### src/rtl/kbc_pkg.sv
// Shared types and status-register bit positions for the keyboard-controller
// command sequencer. Bit positions follow the controller's status layout.
package kbc_pkg;

    typedef enum logic [1:0] {
        KS_OK      = 2'b00,
        KS_TIMEOUT = 2'b01,
        KS_AUXERR  = 2'b10,
        KS_REJECT  = 2'b11
    } kbc_res_e;

    typedef enum logic [2:0] {
        ST_IDLE,
        ST_POLL,
        ST_GAP,
        ST_ACT,
        ST_DONE
    } seq_state_e;

    typedef enum logic [1:0] {
        PH_OPC,
        PH_ARG,
        PH_RSP,
        PH_FLUSH
    } seq_phase_e;

    localparam int STB_OBF = 0;   // controller holds a byte for the host
    localparam int STB_IBF = 1;   // controller has not consumed the last write
    localparam int STB_AUX = 5;   // pending byte came from the auxiliary channel

    localparam logic SEL_DATA = 1'b0;
    localparam logic SEL_CTRL = 1'b1;

    localparam int BUF_DEPTH = 16;
    localparam int BUF_AW    = $clog2(BUF_DEPTH);

endpackage

### src/rtl/kbc_poll_timer.sv
// Poll pacing for one wait: a gap counter that spaces status reads apart and
// an attempt counter that bounds how many reads one wait may issue.
// Assumes POLL_GAP >= 1 and POLL_LIMIT >= 2; miss is never raised on the last try.
module kbc_poll_timer #(
    parameter int POLL_GAP   = 5000,
    parameter int POLL_LIMIT = 10000
) (
    input  logic clk,
    input  logic rst_n,
    input  logic att_clr,
    input  logic miss,
    output logic gap_expire,
    output logic last_try
);
    localparam int GW = $clog2(POLL_GAP + 1);
    localparam int LW = $clog2(POLL_LIMIT);

    logic [GW-1:0] gap_cnt;
    logic [LW-1:0] att_cnt;

    // Gap counter: loaded on a miss, counts down to zero.
    always_ff @(posedge clk) begin
        if (!rst_n) begin
            gap_cnt <= '0;
        end else if (miss) begin
            gap_cnt <= GW'(POLL_GAP);
        end else if (gap_cnt != '0) begin
            gap_cnt <= gap_cnt - 1'b1;
        end
    end

    // Attempt counter: cleared between waits, bumped on each miss.
    always_ff @(posedge clk) begin
        if (!rst_n) begin
            att_cnt <= '0;
        end else if (att_clr) begin
            att_cnt <= '0;
        end else if (miss) begin
            att_cnt <= att_cnt + 1'b1;
        end
    end

    assign gap_expire = (gap_cnt == GW'(1));
    assign last_try   = (att_cnt == LW'(POLL_LIMIT - 1));

    // the attempt count never passes the final permitted read
    a_r4_attempt_cap: assert property (@(posedge clk) disable iff (!rst_n)
        att_cnt <= LW'(POLL_LIMIT - 1));

    // a gap always lasts the full spacing before expiring
    a_r4_gap_full: assert property (@(posedge clk) disable iff (!rst_n)
        miss |=> (gap_cnt == GW'(POLL_GAP)));

endmodule

### src/rtl/kbc_xfer_buf.sv
// Shared argument/reply byte buffer. The host writes it while the sequencer
// is idle; the sequencer writes reply bytes while busy. Both read freely.
module kbc_xfer_buf
    import kbc_pkg::*;
(
    input  logic              clk,
    input  logic              rst_n,
    input  logic              lock,
    input  logic              host_we,
    input  logic [BUF_AW-1:0] host_addr,
    input  logic [7:0]        host_wdata,
    output logic [7:0]        host_rdata,
    input  logic              seq_we,
    input  logic [BUF_AW-1:0] seq_addr,
    input  logic [7:0]        seq_wdata,
    output logic [7:0]        seq_rdata
);
    logic [BUF_DEPTH-1:0][7:0] slot;

    // One register per slot; the sequencer owns writes while locked.
    for (genvar g = 0; g < BUF_DEPTH; g++) begin : g_slot
        always_ff @(posedge clk) begin
            if (!rst_n) begin
                slot[g] <= '0;
            end else if (lock) begin
                if (seq_we && seq_addr == BUF_AW'(g)) slot[g] <= seq_wdata;
            end else if (host_we && host_addr == BUF_AW'(g)) begin
                slot[g] <= host_wdata;
            end
        end
    end

    assign host_rdata = slot[host_addr];
    assign seq_rdata  = slot[seq_addr];

    // while locked, only sequencer writes may change the buffer
    a_r8_buf_locked: assert property (@(posedge clk) disable iff (!rst_n)
        (lock && !seq_we) |=> $stable(slot));

endmodule

### src/rtl/kbc_cmd_seq.sv
// Keyboard-controller command sequencer (top). Runs one command transaction:
// opcode write, argument writes, reply reads, each gated by a bounded status
// poll; or a flush that drains pending controller output. Assumes the
// controller returns read data combinationally in the strobe cycle.
module kbc_cmd_seq
    import kbc_pkg::*;
#(
    parameter int         POLL_GAP    = 5000,
    parameter int         POLL_LIMIT  = 10000,
    parameter int         FLUSH_LIMIT = 16,
    parameter logic [7:0] LOOP_OP     = 8'hD3,
    localparam int        FCW         = $clog2(FLUSH_LIMIT + 1)
) (
    input  logic              clk,
    input  logic              rst_n,
    input  logic              start,
    input  logic [15:0]       cmd_word,
    input  logic              flush_req,
    input  logic              loop_en,
    output logic              busy,
    output logic              done,
    output logic [1:0]        result,
    output logic [FCW-1:0]    flush_count,
    input  logic              buf_we,
    input  logic [BUF_AW-1:0] buf_addr,
    input  logic [7:0]        buf_wdata,
    output logic [7:0]        buf_rdata,
    output logic              reg_rd,
    output logic              reg_wr,
    output logic              reg_sel,
    output logic [7:0]        reg_wdata,
    input  logic [7:0]        reg_rdata
);
    seq_state_e        state;
    seq_phase_e        phase;
    kbc_res_e          res;
    logic [7:0]        opc;
    logic [3:0]        n_arg;
    logic [3:0]        n_rsp;
    logic [BUF_AW-1:0] idx;
    logic              is_loop;
    logic [FCW-1:0]    fcnt;

    logic       ready;
    logic       miss;
    logic       att_clr;
    logic       gap_expire;
    logic       last_try;
    logic       seq_we;
    logic [7:0] seq_rdata;

    // Register strobes come straight from the state and phase.
    always_comb begin
        reg_rd  = (state == ST_POLL) ||
                  (state == ST_ACT && (phase == PH_RSP || phase == PH_FLUSH));
        reg_wr  = (state == ST_ACT) && (phase == PH_OPC || phase == PH_ARG);
        reg_sel = (state == ST_POLL || phase == PH_OPC) ? SEL_CTRL : SEL_DATA;
        reg_wdata = (phase == PH_OPC) ? opc : seq_rdata;
    end

    // Readiness of the current wait, judged on the status byte.
    always_comb begin
        if (phase == PH_OPC || phase == PH_ARG) ready = !reg_rdata[STB_IBF];
        else                                    ready =  reg_rdata[STB_OBF];
    end

    assign miss    = (state == ST_POLL) && (phase != PH_FLUSH) && !ready && !last_try;
    assign att_clr = (state != ST_POLL) && (state != ST_GAP);
    assign seq_we  = (state == ST_ACT) && (phase == PH_RSP);

    // Transaction sequencing.
    always_ff @(posedge clk) begin
        if (!rst_n) begin
            state   <= ST_IDLE;
            phase   <= PH_OPC;
            res     <= KS_OK;
            opc     <= '0;
            n_arg   <= '0;
            n_rsp   <= '0;
            idx     <= '0;
            is_loop <= 1'b0;
            fcnt    <= '0;
        end else begin
            unique case (state)
                ST_IDLE: begin
                    idx <= '0;
                    if (start) begin
                        opc     <= cmd_word[7:0];
                        n_arg   <= cmd_word[15:12];
                        n_rsp   <= cmd_word[11:8];
                        is_loop <= (cmd_word[7:0] == LOOP_OP);
                        phase   <= PH_OPC;
                        if (cmd_word[7:0] == LOOP_OP && !loop_en) begin
                            res   <= KS_REJECT;
                            state <= ST_DONE;
                        end else begin
                            state <= ST_POLL;
                        end
                    end else if (flush_req) begin
                        phase <= PH_FLUSH;
                        fcnt  <= '0;
                        state <= ST_POLL;
                    end
                end
                ST_POLL: begin
                    if (phase == PH_FLUSH) begin
                        if (ready) begin
                            state <= ST_ACT;
                        end else begin
                            res   <= KS_OK;
                            state <= ST_DONE;
                        end
                    end else if (ready) begin
                        if (phase == PH_RSP && is_loop && !reg_rdata[STB_AUX]) begin
                            res   <= KS_AUXERR;
                            state <= ST_DONE;
                        end else begin
                            state <= ST_ACT;
                        end
                    end else if (last_try) begin
                        res   <= KS_TIMEOUT;
                        state <= ST_DONE;
                    end else begin
                        state <= ST_GAP;
                    end
                end
                ST_GAP: begin
                    if (gap_expire) state <= ST_POLL;
                end
                ST_ACT: begin
                    unique case (phase)
                        PH_OPC: begin
                            idx <= '0;
                            if (n_arg != '0) begin
                                phase <= PH_ARG;
                                state <= ST_POLL;
                            end else if (n_rsp != '0) begin
                                phase <= PH_RSP;
                                state <= ST_POLL;
                            end else begin
                                res   <= KS_OK;
                                state <= ST_DONE;
                            end
                        end
                        PH_ARG: begin
                            if (idx == n_arg - 4'd1) begin
                                idx <= '0;
                                if (n_rsp != '0) begin
                                    phase <= PH_RSP;
                                    state <= ST_POLL;
                                end else begin
                                    res   <= KS_OK;
                                    state <= ST_DONE;
                                end
                            end else begin
                                idx   <= idx + 1'b1;
                                state <= ST_POLL;
                            end
                        end
                        PH_RSP: begin
                            if (idx == n_rsp - 4'd1) begin
                                res   <= KS_OK;
                                state <= ST_DONE;
                            end else begin
                                idx   <= idx + 1'b1;
                                state <= ST_POLL;
                            end
                        end
                        default: begin
                            fcnt <= fcnt + 1'b1;
                            if (fcnt + 1'b1 == FCW'(FLUSH_LIMIT)) begin
                                res   <= KS_TIMEOUT;
                                state <= ST_DONE;
                            end else begin
                                state <= ST_POLL;
                            end
                        end
                    endcase
                end
                default: begin
                    state <= ST_IDLE;
                end
            endcase
        end
    end

    assign busy        = (state != ST_IDLE);
    assign done        = (state == ST_DONE);
    assign result      = res;
    assign flush_count = fcnt;

    kbc_poll_timer #(
        .POLL_GAP   (POLL_GAP),
        .POLL_LIMIT (POLL_LIMIT)
    ) u_timer (
        .clk        (clk),
        .rst_n      (rst_n),
        .att_clr    (att_clr),
        .miss       (miss),
        .gap_expire (gap_expire),
        .last_try   (last_try)
    );

    kbc_xfer_buf u_buf (
        .clk        (clk),
        .rst_n      (rst_n),
        .lock       (busy),
        .host_we    (buf_we),
        .host_addr  (buf_addr),
        .host_wdata (buf_wdata),
        .host_rdata (buf_rdata),
        .seq_we     (seq_we),
        .seq_addr   (idx),
        .seq_wdata  (reg_rdata),
        .seq_rdata  (seq_rdata)
    );

    // a write only follows a status read showing the input buffer free
    a_r2_write_gated: assert property (@(posedge clk) disable iff (!rst_n)
        reg_wr |-> $past(reg_rd && reg_sel == SEL_CTRL && !reg_rdata[STB_IBF]));

    // a data read only follows a status read showing a pending byte
    a_r3_read_gated: assert property (@(posedge clk) disable iff (!rst_n)
        (reg_rd && reg_sel == SEL_DATA) |-> $past(reg_rd && reg_sel == SEL_CTRL && reg_rdata[STB_OBF]));

    // an aux error is reported only after a status lacking the aux tag
    a_r5_aux_cause: assert property (@(posedge clk) disable iff (!rst_n)
        (done && result == KS_AUXERR) |-> $past(reg_rd && reg_sel == SEL_CTRL && !reg_rdata[STB_AUX]));

    // a refusal comes one cycle after an accepted start
    a_r6_reject_fast: assert property (@(posedge clk) disable iff (!rst_n)
        (done && result == KS_REJECT) |-> $past(start && !busy));

    // done never lasts two cycles
    a_r8_done_pulse: assert property (@(posedge clk) disable iff (!rst_n)
        done |=> !done);

    // no register traffic once idle
    a_r8_idle_quiet: assert property (@(posedge clk) disable iff (!rst_n)
        !busy |-> (!reg_rd && !reg_wr));

endmodule

### config.mk
export PLATFORM = sky130hd
export DESIGN_NAME = kbc_cmd_seq
export DESIGN_NICKNAME = d
export VERILOG_FILES = /design/src/rtl/kbc_pkg.sv /design/src/rtl/kbc_poll_timer.sv /design/src/rtl/kbc_xfer_buf.sv /design/src/rtl/kbc_cmd_seq.sv
export SDC_FILE = /design/constraint.sdc
export NUM_CORES = 1
export LEC_CHECK = 0
export ABC_AREA = 1
export BUFFER_PORTS_ARGS = -buffer_cell sky130_fd_sc_hd__clkbuf_2
export CORE_MARGIN = 2
export CORE_UTILIZATION = 45
export CTS_BUF_LIST = sky130_fd_sc_hd__clkbuf_4 sky130_fd_sc_hd__clkbuf_8
export CTS_CLUSTER_DIAMETER = 40
export DETAILED_ROUTE_END_ITERATION = 16
export GPL_TIMING_DRIVEN = 0
export HOLD_SLACK_MARGIN = 0.05
export SYNTH_ARGS = -nofsm -noshare
export SYNTH_HDL_FRONTEND = slang
export SYNTH_SLANG_ARGS = --single-unit
### constraint.sdc
create_clock -name clk -period 5.6 [get_ports clk]
set_input_delay 0.84 -clock clk [delete_from_list [all_inputs] [get_ports clk]]
set_output_delay 0.84 -clock clk [all_outputs]
set_load 0.1 [all_outputs]
# Word-level counts from Yosys, hierarchy flattened
# Cells that the tools add are included.
# word_totals
reg_bits	188
latch_bits	0
ramBits	0
rom_bits	0
in_bits	42
output_inout_bits	28
word_cells	321
mem_count	0
# classes
n_addsub	6
mul	0
div_mod_pow	0
order_cmp	2
n_eq_ne	79
n_shift	0
mux	102
bitwise	1
reduce_logical	103
# op_table
op	count
$mux W8	51
$bmux W8 S4	2
$eq A4 B4 Y1 const B	16
$logic_and A1 B1 Y1	42
$mux W3	14
$reduce_and A2 Y1	18
$reduce_bool A2 Y1	18
$mux W2	17
$eq A4 B3 Y1 const B	8
$ne A2 B1 Y1 const B	16
$mux W13	2
$eq A4 B2 Y1 const B	4
$mux W5	3
$add A14 B1 Y14 const B	1
$eq A14 B14 Y1 const B	1
$ne A2 B2 Y1 const B	7
$eq A13 B1 Y1 const B	1
$reduce_bool A13 Y1	1
$sub A13 B1 Y13 const B	1
$ne A3 B2 Y1 const B	4
$ne A3 B3 Y1 const B	4
$pmux W2 S3	2
$pmux W3 S4	1
$pmux W4 S3	1
other kinds (36)	58

# Longest topological paths before layout
# Gate-level depths: netlist of the first run.
# depth
depth_word	7
depth_mapped	15
ltp_nobuf	15

# Modules after synthesis
# From an unflattened synthesis of the first run, not the netlist that was laid out.
# unflattened
hier_cells	2065
hier_area_um2	12286.8
# modules_own_cells
module	instances	cells_each	area_each_um2	seq_area_each_um2
kbc_xfer_buf	1	1527	8678.3	2562.5
kbc_cmd_seq	1	335	2170.8	660.6
kbc_poll_timer	1	203	1437.6	540.5

# Worst setup path before layout of the first run
# No wires, ideal clock.
# synth_timing
path_type	flip-flop to output port
start	register phase[0]
end	output port reg_wdata[6]
arrival_ns	2.776
t_required_ns	4.760
path_slack_ns	1.984
stages_incl_launch_ff	7
path_buffers	2
cell_sequence	dfxtp_1 inv_1 ha_1 clkbuf_1 clkbuf_1 nor4_1 a21oi_1
# synth_via
elab_chain_cells	2
# synth_rtl
element	line	rtl
from (decl)	kbc_cmd_seq.sv:35	seq_phase_e phase;
from (signal assigned)	kbc_cmd_seq.sv:75	phase <= PH_OPC;
from (signal assigned)	kbc_cmd_seq.sv:92	phase <= PH_OPC;
from (signal assigned)	kbc_cmd_seq.sv:100	phase <= PH_FLUSH;
$logic_not A2 Y1	kbc_cmd_seq.sv:58	reg_wdata = (phase == PH_OPC) ? opc : seq_rdata;
$mux W8	kbc_cmd_seq.sv:58	
to (decl)	kbc_cmd_seq.sv:31	output logic [7:0] reg_wdata,
# No other way between the ends.

# Worst setup path in the final report of the first run
# layout_timing
start	register idx[0]
end	output port reg_wdata[4]
# layout_via
elab_chain_cells	3
# layout_rtl
element	line	rtl
from (decl)	kbc_cmd_seq.sv:40	logic [BUF_AW-1:0] idx;
from (signal assigned)	kbc_cmd_seq.sv:156	idx <= idx + 1'b1;
from (signal assigned)	kbc_cmd_seq.sv:165	idx <= idx + 1'b1;
$bmux W8 S4	kbc_xfer_buf.sv:34	assign seq_rdata = slot[seq_addr];
$mux W8 (implied by the code)	kbc_xfer_buf.sv:34	
$mux W8	kbc_cmd_seq.sv:58	
# No other way between the ends. The select of a mux whose other input is x is not followed.

==> impl_metrics.yaml, run 1 <==
floorplan:
  dieWidth_um: 156
  die_area_sq_mm: 0.0243
  die_h_um: 156
  core_sq_mm: 0.0226
  design.portCount: 70
  floorplan.initialDensity_pct: 45.9
  num_rows: 55
synthesis:
  synth_seq_cells: 188
  synth_most_common_cell: "o21ai_0"
  synth_xor_xnor_area_share_pct: 1.26
  synth_simple_gate_area_share_pct: 19.0
  synth_seq_area_share_pct: 36.2
  synth-async-reset-ratio_pct: 0
  synth_top_area_cell: "dfxtp_1"
  synth-warning-count: 0
  syn_area_sq_mm: 0.0104
  synth.area.top_cells: "dfxtp_1, o21ai_0, a21oi_1"
  synth_fa_ha_area_share_pct: 2.05
  yosys.cell_types.count: 46
  synthesized_netlist_net_count: 1551
  synth_mux_area_share_pct: 0
  synth-edff-count: 0
  synth_compound_gate_area_share_pct: 30.7
  synth_largest_type_area_fraction_pct: 36.2
  netlist_top_cells_count: "o21ai_0, a21oi_1, dfxtp_1"
  postSynth.topFlopCell: "dfxtp_1"
  synthCells: 1492
  synth_area_per_cell_sq_um: 6.97
  main_combinational_cell_family_by_area_after_synthesis: "compound AO/OA/AOI/OAI gates"
worst_setup_path:
  crit_path_start: "idx[0]"
  worstPathMaxFanout: 11
  crit_end: "reg_wdata[4]"
  crit-reg2reg-capture: "u_buf.slot[109]"
  critical_path.endpoint_type: "primary output"
  critPathLaunchType: "flop"
  cell_depth_of_the_worst_flop_to_flop_path: 9
  crit-reg2reg-launch: "idx[1]"
  setup.worst_path.class: "reg2out"
  critical_path_required_ns: 4.76
  ff2ff_setup_slack_ns: 2.91
  worst-endpoint-arrival_ns: 3.40
routing:
  detail_route.wirelength_um: 41300
  drc: 0
  routed-via-count: 11168
  route.antenna.remaining_nets: 0
  drt_pass1_iterations: 6
  routed_len_inst_um: 22.0
  detailedRoute.firstIterationViolations: 1305
  routed_via_density: 5.95
sta:
  setup_tns_final_ns: 0
  rsz0062_at_grt: "no"
  hold-worst-slack_ns: 0.463
  fin_skew_ns: 0.0192
  finalMaxSlewViolations: 0
  setup_violations: 0
  peak_freq_mhz: 236
  timing.final.crit_share_pct: 75.7
  timing.slew.headroom_pct: 35.8
  period_needed_ns: 4.24
  max_slew.worst_pin.slew_ns: 0.964
  timing_hold_violations_final: 0
global_routing:
  grt_pass1_vias: 9916
  first_pass_grt_wire_length_um: 61300
  grtUsageTotal_pct: 33.8
  largest_net_degree_at_the_start_of_global_routing: 19
  grt_antenna_before_repair: 1
  gr-total-overflow: 0
layout:
  fin_nets: 1637
  antenna-diode-count: 0
  layout.cell_area.non_filler_sq_mm: 0.0115
  fillers: 2355
  layout-drive-gt1-share_pct: 12.1
  finish.cell_count_without_fillers: 1876
  layout-area-overhead-vs-synth_pct: 10.6
cts:
  post_cts_setup_buffer_count: 0
  max-clock-path-buffers: 2
  tritoncts_buffers: 17
  worst_setup_hold_path_clk_slew_ns: 0.11
  cts_root_buf: "clkbuf_8"
  cts-htree-levels: 4
  worst_skew_pair.late_latency_ns: 0.49
  tritoncts_clock_tree: "built"
  clock_sink_count: 188
  cts_repair_resize_count: 0
  ctsHoldBuffers: 0
placed_design:
  port_buffers: 67
  placed_area_sq_mm: 0.0111
  placer_congestion: 1.03
  dp_cells: 1844
  dp.final_hpwl_um: 30900
power_and_ir_drop:
  totalPowerFinal_mw: 4.85
  pwr_density_cell_mw_per_mm2: 422
  irDropWorstVdd_mv: 0.227
  power.static_leakage_nw: 4.56
run_status:
  status: "complete, no violations"
worst_hold_path:
  min_path_type: "reg2reg"
job:
  max-cap-violations: 0
area by class of cell:
| type | instances | area (sq um) | area share (%) |
|---|---|---|---|
| inverters | 159 | 599 | 5.22 |
| clock buffers | 19 | 262 | 2.28 |
| clock inverters | 13 | 145 | 1.26 |
| flip-flops and latches | 188 | 3760 | 32.8 |
| repair buffers | 67 | 335 | 2.92 |
| plain buffers | 96 | 524 | 4.56 |
| multi-input cells | 1049 | 5510 | 47.9 |
| well taps | 285 | 357 | 3.10 |
power breakdown:
group | switching, mW | leakage (nW) | internal (mW)
logic | 1.82 | 2.83 | 0.505
clock network | 0.570 | 0.203 | 0.397
registers | 0.0893 | 1.52 | 1.47
total | 2.48 | 4.56 | 2.37
flip-flops by register name, summed over array words and instances, names as in the netlist, 3 cells and up:
signal and cells:
state 3, u_timer.att_cnt 14, opc 8, n_rsp 4, flush_count 5, idx 4, u_timer.gap_cnt 13, u_buf.slot 128
n_arg 4
cell usage in the layout, fill, tap and decap left out, drive strengths merged:
cell / netlist / routed
a211oi: 6 / 6
a21oi: 251 / 251
a22oi: 8 / 8
a31oi: 5 / 5
a32o: 8 / 8
a32oi: 2 / 2
and2: 2 / 2
buf: 42 / 42
bufinv: 0 / 1
clkbuf: 54 / 140
clkinv: 2 / 4
clkinvlp: 0 / 2
dfxtp: 188 / 188
ha: 17 / 17
inv: 157 / 165
nand2: 185 / 185
nand3: 94 / 94
nand3b: 1 / 1
nand4: 19 / 19
nor2: 85 / 85
nor3: 19 / 19
nor3b: 2 / 2
nor4: 12 / 12
o211a: 1 / 1
o211ai: 1 / 1
o21ai: 288 / 288
o22ai: 20 / 20
o31ai: 2 / 2
or2: 6 / 6
xnor2: 6 / 6
xor2: 9 / 9
metrics by stage:
| step | setup WS (ns) | utilization [%] |
|---|---|---|
| final | 1.36 | 50.8 |
| after global routing | 1.32 | 50.8 |
| after CTS | 1.50 | 50.8 |
| after detailed placement | 1.61 | 49.0 |
| after global placement | 1.59 | 49.0 |
| after floorplan | 1.98 | - |
layer usage:
layer / GRT usage [%] / wire length (um) / vias up
li1: - / - / 5299
met1: 50.1 / 19100 / 5205
met2: 50.0 / 17400 / 589
met3: 5.25 / 3660 / 75
met4: 10.8 / 1170 / 0
met5: 0 / 0 / -
worst min path at each step:
stage / start / to / depth (start not counted)
CTS: opc[7] / opc[7] / 2
finish: opc[7] / opc[7] / 2
detailed placement: opc[7] / opc[7] / 2
global route: opc[3] / opc[3] / 2
global placement: opc[0] / opc[0] / 2
floorplan: opc[0] / opc[0] / 2
critical path, cell delays in order (launching register included):
cell      delay [ns]
dfxtp_1         0.40
inv_1           0.17
buf_2           0.24
clkbuf_1        0.53
o21ai_0         0.35
a21oi_1         0.38
nor4_1          0.10
a21oi_1         0.24
clkbuf_2        0.51
kinds of logic after synthesis:
group / after synthesis
buf+inv: 255
compound gates: 592
simple gates: 425
xor+xnor: 15
fa+ha+maj: 17
flops: 188
Power figures use the tool's default switching activity.
==> inputs of run 2 (changes only) <==
Clock period 5.6 ns to 3.48 ns, I/O delays scaled along.
==> impl_metrics.yaml, run 2 (synthesis gave the netlist of run 1 again) <==
worst_setup_path:
  crit_path_start: "buf_addr[0]"
  crit-reg2reg-launch: "idx[0]"
  cell_depth_of_the_worst_flop_to_flop_path: 9
  critical_path.endpoint_type: "primary output"
  crit-reg2reg-capture: "u_buf.slot[117]"
  ff2ff_setup_slack_ns: 1.04
  setup.worst_path.class: "in2out"
  critical_path_required_ns: 2.96
  critPathLaunchType: "input port"
  worstPathMaxFanout: 10
  crit_end: "buf_rdata[1]"
  worst-endpoint-arrival_ns: 2.97
layout:
  fillers: 2342
  antenna-diode-count: 0
  layout_common_cells: "o21ai_0, a21oi_1, dfxtp_1"
  largest_registers: "u_buf.slot (128), u_timer.att_cnt (14), u_timer.gap_cnt (13)"
  regMostFlops: "u_buf.slot"
  layout.cell_area.non_filler_sq_mm: 0.0116
  multiInputGateArea_sq_mm: 0.00555
  fin_nets: 1637
  sequential_cell_area_sq_mm: 0.00376
  final_common_cell: "o21ai_0"
  layout-drive-gt1-share_pct: 13.3
  largest_reg_flops: 128
  layout-area-overhead-vs-synth_pct: 11.6
cts:
  tritoncts_buffers: 17
  post_cts_setup_buffer_count: 0
  worst_skew_pair.late_latency_ns: 0.49
  max-clock-path-buffers: 2
  cts_root_buf: "clkbuf_8"
  ctsHoldBuffers: 0
  worst_setup_hold_path_clk_slew_ns: 0.11
  clock_sink_count: 188
  cts_repair_resize_count: 18
  cts-htree-levels: 4
  tritoncts_clock_tree: "built"
global_routing:
  first_pass_grt_wire_length_um: 61300
  gr-total-overflow: 0
  grt_antenna_before_repair: 1
  grtUsageTotal_pct: 33.8
  largest_net_degree_at_the_start_of_global_routing: 19
  grt_pass1_vias: 9932
sta:
  fin_ws_ns: -0.0160
  period_needed_ns: 3.50
  timing.slew.headroom_pct: 35.3
  max_slew.worst_pin.slew_ns: 0.971
  setup_tns_final_ns: -0.0166
  setup_violations: 2
  hold-worst-slack_ns: 0.314
  timing.final.crit_share_pct: 100
  timing_hold_violations_final: 0
  fin_skew_ns: 0.0197
  peak_freq_mhz: 286
  finalMaxSlewViolations: 0
routing:
  drc: 0
  detail_route.wirelength_um: 41100
  routed_len_inst_um: 21.9
  routed-via-count: 11168
  drt_pass1_iterations: 5
  routed_via_density: 5.95
  route.antenna.remaining_nets: 0
  detailedRoute.firstIterationViolations: 1313
power_and_ir_drop:
  irDropWorstVdd_mv: 0.392
  power.static_leakage_nw: 4.60
  pwr_density_cell_mw_per_mm2: 681
worst_hold_path:
  min_path_type: "in2reg"
floorplan:
  dieWidth_um: 156
  design.portCount: 70
  die_area_sq_mm: 0.0243
  die_h_um: 156
  num_rows: 55
  floorplan.initialDensity_pct: 45.9
  core_sq_mm: 0.0226
job:
  max-cap-violations: 0
placed_design:
  port_buffers: 67
  placer_congestion: 1.03
  placed_area_sq_mm: 0.0111
  dp.final_hpwl_um: 30900
  dp_slack_ns: 0.127
run_status:
  violations_in_the_final_reports: "setup timing"
  status: "finished with violations"
==> run 2: power by group <==
part / switching [mW] / total (mW) / internal [mW]
combinational: 2.94 / 3.84 / 0.897
clock: 0.919 / 1.56 / 0.638
sequential: 0.143 / 2.50 / 2.36
total: 4.01 / 7.90 / 3.90
==> run 2: critical path, cell delays in order <==
cell	delay, ns
buf_4	0.17
inv_2	0.20
nor2_4	0.10
inv_1	0.32
clkbuf_1	0.52
o21ai_0	0.30
o21ai_0	0.22
nand4_1	0.18
clkbuf_2	0.42
==> run 2: final cells by class <==
| class | count | share of cell area, % |
|---|---|---|
| Multi-Input combinational cell | 1049 | 47.9 |
| Sequential cell | 188 | 32.4 |
| Inverter | 159 | 5.17 |
| Buffer | 96 | 4.64 |
| Timing Repair Buffer | 67 | 3.29 |
| Tap cell | 285 | 3.07 |
| Clock buffer | 19 | 2.25 |
| Clock inverter | 13 | 1.25 |
==> run 2: worst min-delay path by stage <==
stage,startpoint,to,slack (ns),cells past startpoint
6_report,cmd_word[9],n_rsp[1],0.31,3
4_1_cts,cmd_word[10],n_rsp[2],0.30,3
3_3_place_gp,opc[0],opc[0],0.44,2
2_1_floorplan,opc[0],opc[0],0.43,2
3_5_place_dp,opc[7],opc[7],0.45,2
5_1_grt,cmd_word[11],n_rsp[3],0.32,3
==> run 2: through the flow <==
stage / std cells / util, % / power, mW
3_3_place_gp: 1844 / 49.0 / 6.19
6_report: 1876 / 51.2 / 7.90
3_5_place_dp: 1844 / 49.0 / 6.21
5_1_grt: 1876 / 51.2 / 8.29
2_1_floorplan: 1492 / - / 5.11
4_1_cts: 1876 / 50.9 / 7.81
==> run 2: per-layer routing <==
metal  part of all wire, %  GRT usage [%]  up-vias  wire, um
li1                      -              -     5298         -
met1                    46           50.1     5252     18900
met2                    42           50.0      547     17300
met3                   8.9           5.25       71      3670
met4                   3.0           10.8        0      1250
met5                     0              0        -         0
==> inputs of run 3 (changes only) <==
==> constraint.sdc (replaced) <==
create_clock -name clk -period 3.48 [get_ports clk]
set_input_delay 0 -clock clk [delete_from_list [all_inputs] [get_ports clk]]
set_output_delay 0 -clock clk [all_outputs]
set_load 0.1 [all_outputs]
==> impl_metrics.yaml, run 3 (synthesis gave the netlist of run 1 again) <==
run_status:
  status: "complete, no violations"
routing:
  detail_route.wirelength_um: 41900
  drc: 0
  routed_len_inst_um: 21.9
  routed-via-count: 11318
  detailedRoute.firstIterationViolations: 1391
  routed_via_density: 5.93
  drt_pass1_iterations: 6
  route.antenna.remaining_nets: 0
sta:
  timing.final.crit_share_pct: 97.8
  fin_ws_ns: 0.0780
  finalMaxSlewViolations: 0
  period_needed_ns: 3.40
  setup_violations: 0
  timing_hold_violations_final: 0
  peak_freq_mhz: 294
  timing.slew.headroom_pct: 36.4
  hold-worst-slack_ns: 0.0799
  rsz0062_at_grt: "no"
  fin_skew_ns: 0.0197
  setup_tns_final_ns: 0
  max_slew.worst_pin.slew_ns: 0.954
floorplan:
  floorplan.initialDensity_pct: 45.9
  dieWidth_um: 156
  design.portCount: 70
  core_sq_mm: 0.0226
  die_h_um: 156
  die_area_sq_mm: 0.0243
  num_rows: 55
layout:
  largest_reg_flops: 128
  final_common_cell: "o21ai_0"
  regMostFlops: "u_buf.slot"
  sequential_cell_area_sq_mm: 0.00376
  multiInputGateArea_sq_mm: 0.00551
  layout-area-overhead-vs-synth_pct: 13.8
  largest_registers: "u_buf.slot (128), u_timer.att_cnt (14), u_timer.gap_cnt (13)"
  antenna-diode-count: 0
  fin_nets: 1671
  layout-drive-gt1-share_pct: 11.8
  layout_common_cells: "o21ai_0, a21oi_1, dfxtp_1"
  fillers: 2323
placed_design:
  dp.final_hpwl_um: 30900
  placer_congestion: 1.03
  port_buffers: 67
  dp_slack_ns: 0.731
power_and_ir_drop:
  share_clk_of_total_power_pct: 19.7
  pwr_density_cell_mw_per_mm2: 670
  net-switching-power_mw: 4.05
  p_comb_share_pct: 48.7
  internal_power_mw: 3.88
  irDropWorstVdd_mv: 0.388
  totalPowerFinal_mw: 7.93
  seq_power_share_pct: 31.6
  power.static_leakage_nw: 4.70
  sw_frac_of_total_pct: 51.1
cts:
  worst_skew_pair.late_latency_ns: 0.49
  cts-htree-levels: 4
  tritoncts_buffers: 17
  worst_setup_hold_path_clk_slew_ns: 0.11
  clock_sink_count: 188
  post_cts_setup_buffer_count: 0
  cts_root_buf: "clkbuf_8"
  max-clock-path-buffers: 2
  tritoncts_clock_tree: "built"
worst_setup_path:
  setup.worst_path.class: "reg2out"
  critical_path.endpoint_type: "primary output"
  worst-endpoint-arrival_ns: 3.40
  critPathLaunchType: "flop"
  critical_path_required_ns: 3.48
  worstPathMaxFanout: 11
worst_hold_path:
  min_path_type: "in2reg"
global_routing:
  grt_antenna_before_repair: 1
  first_pass_grt_wire_length_um: 62200
  largest_net_degree_at_the_start_of_global_routing: 19
  gr-total-overflow: 0
  grtUsageTotal_pct: 34.4
  grt_pass1_vias: 10145
job:
  max-cap-violations: 0
[run 3: critical path: stages (launching register included)]
cell and delay, ns:
dfxtp_1 0.40, inv_1 0.17, buf_2 0.23, clkbuf_1 0.53
o21ai_0 0.35, a21oi_1 0.37, nor4_1 0.10, a21oi_1 0.26
clkbuf_2 0.51
[run 3: worst paths after layout]
check                           slack [ns]  cells after the start              end    startpoint
worst max-delay path                  0.08                      8     reg_wdata[4]        idx[0]
worst min register to register        0.46                      2           opc[7]        opc[7]
worst min-delay path                  0.08                      5   u_buf.slot[48]  reg_rdata[0]
worst max register to register        0.79                      9  u_buf.slot[117]        idx[0]
[run 3: power groups by stage]
| stage | sequential (mW) | clock, mW | combinational [mW] |
|---|---|---|---|
| floorplan | 2.58 | 0 | 2.53 |
| global placement | 2.55 | 0 | 3.64 |
| detailed placement | 2.55 | 0 | 3.66 |
| CTS | 2.50 | 1.57 | 3.78 |
| global route | 2.53 | 1.65 | 4.11 |
| finish | 2.50 | 1.56 | 3.86 |
[run 3: per-layer routing]
layer	vias to the layer above	wire (um)	GRT usage, %
li1	5369	-	-
met1	5278	19000	50.4
met2	587	17800	51.3
met3	84	3730	5.06
met4	0	1390	12.1
met5	-	0	0
[run 3: cell type report]
class	instances	share of cell area, %
sequential	188	31.8
buffer	96	4.43
multi-input combinational	1049	46.5
tap	285	3.01
clock buffer	19	2.21
clock inverter	13	1.23
timing repair buffer	101	5.71
inverter	159	5.07
[run 3: per-stage QoR]
step                std cells  utilization, %  cell area, sq um
CTS                      1910            52.3             11800
finish                   1910            52.3             11800
global placement         1844            49.0             11100
floorplan                1492               -             10400
global route             1910            52.3             11800
detailed placement       1844            49.0             11100
[run 3: repair_timing]
item | 4_1_cts | 5_1_grt
hold buffers | 34 | 0
gates resized for setup | 0 | 0
hold endpoints to repair | 52 | 0
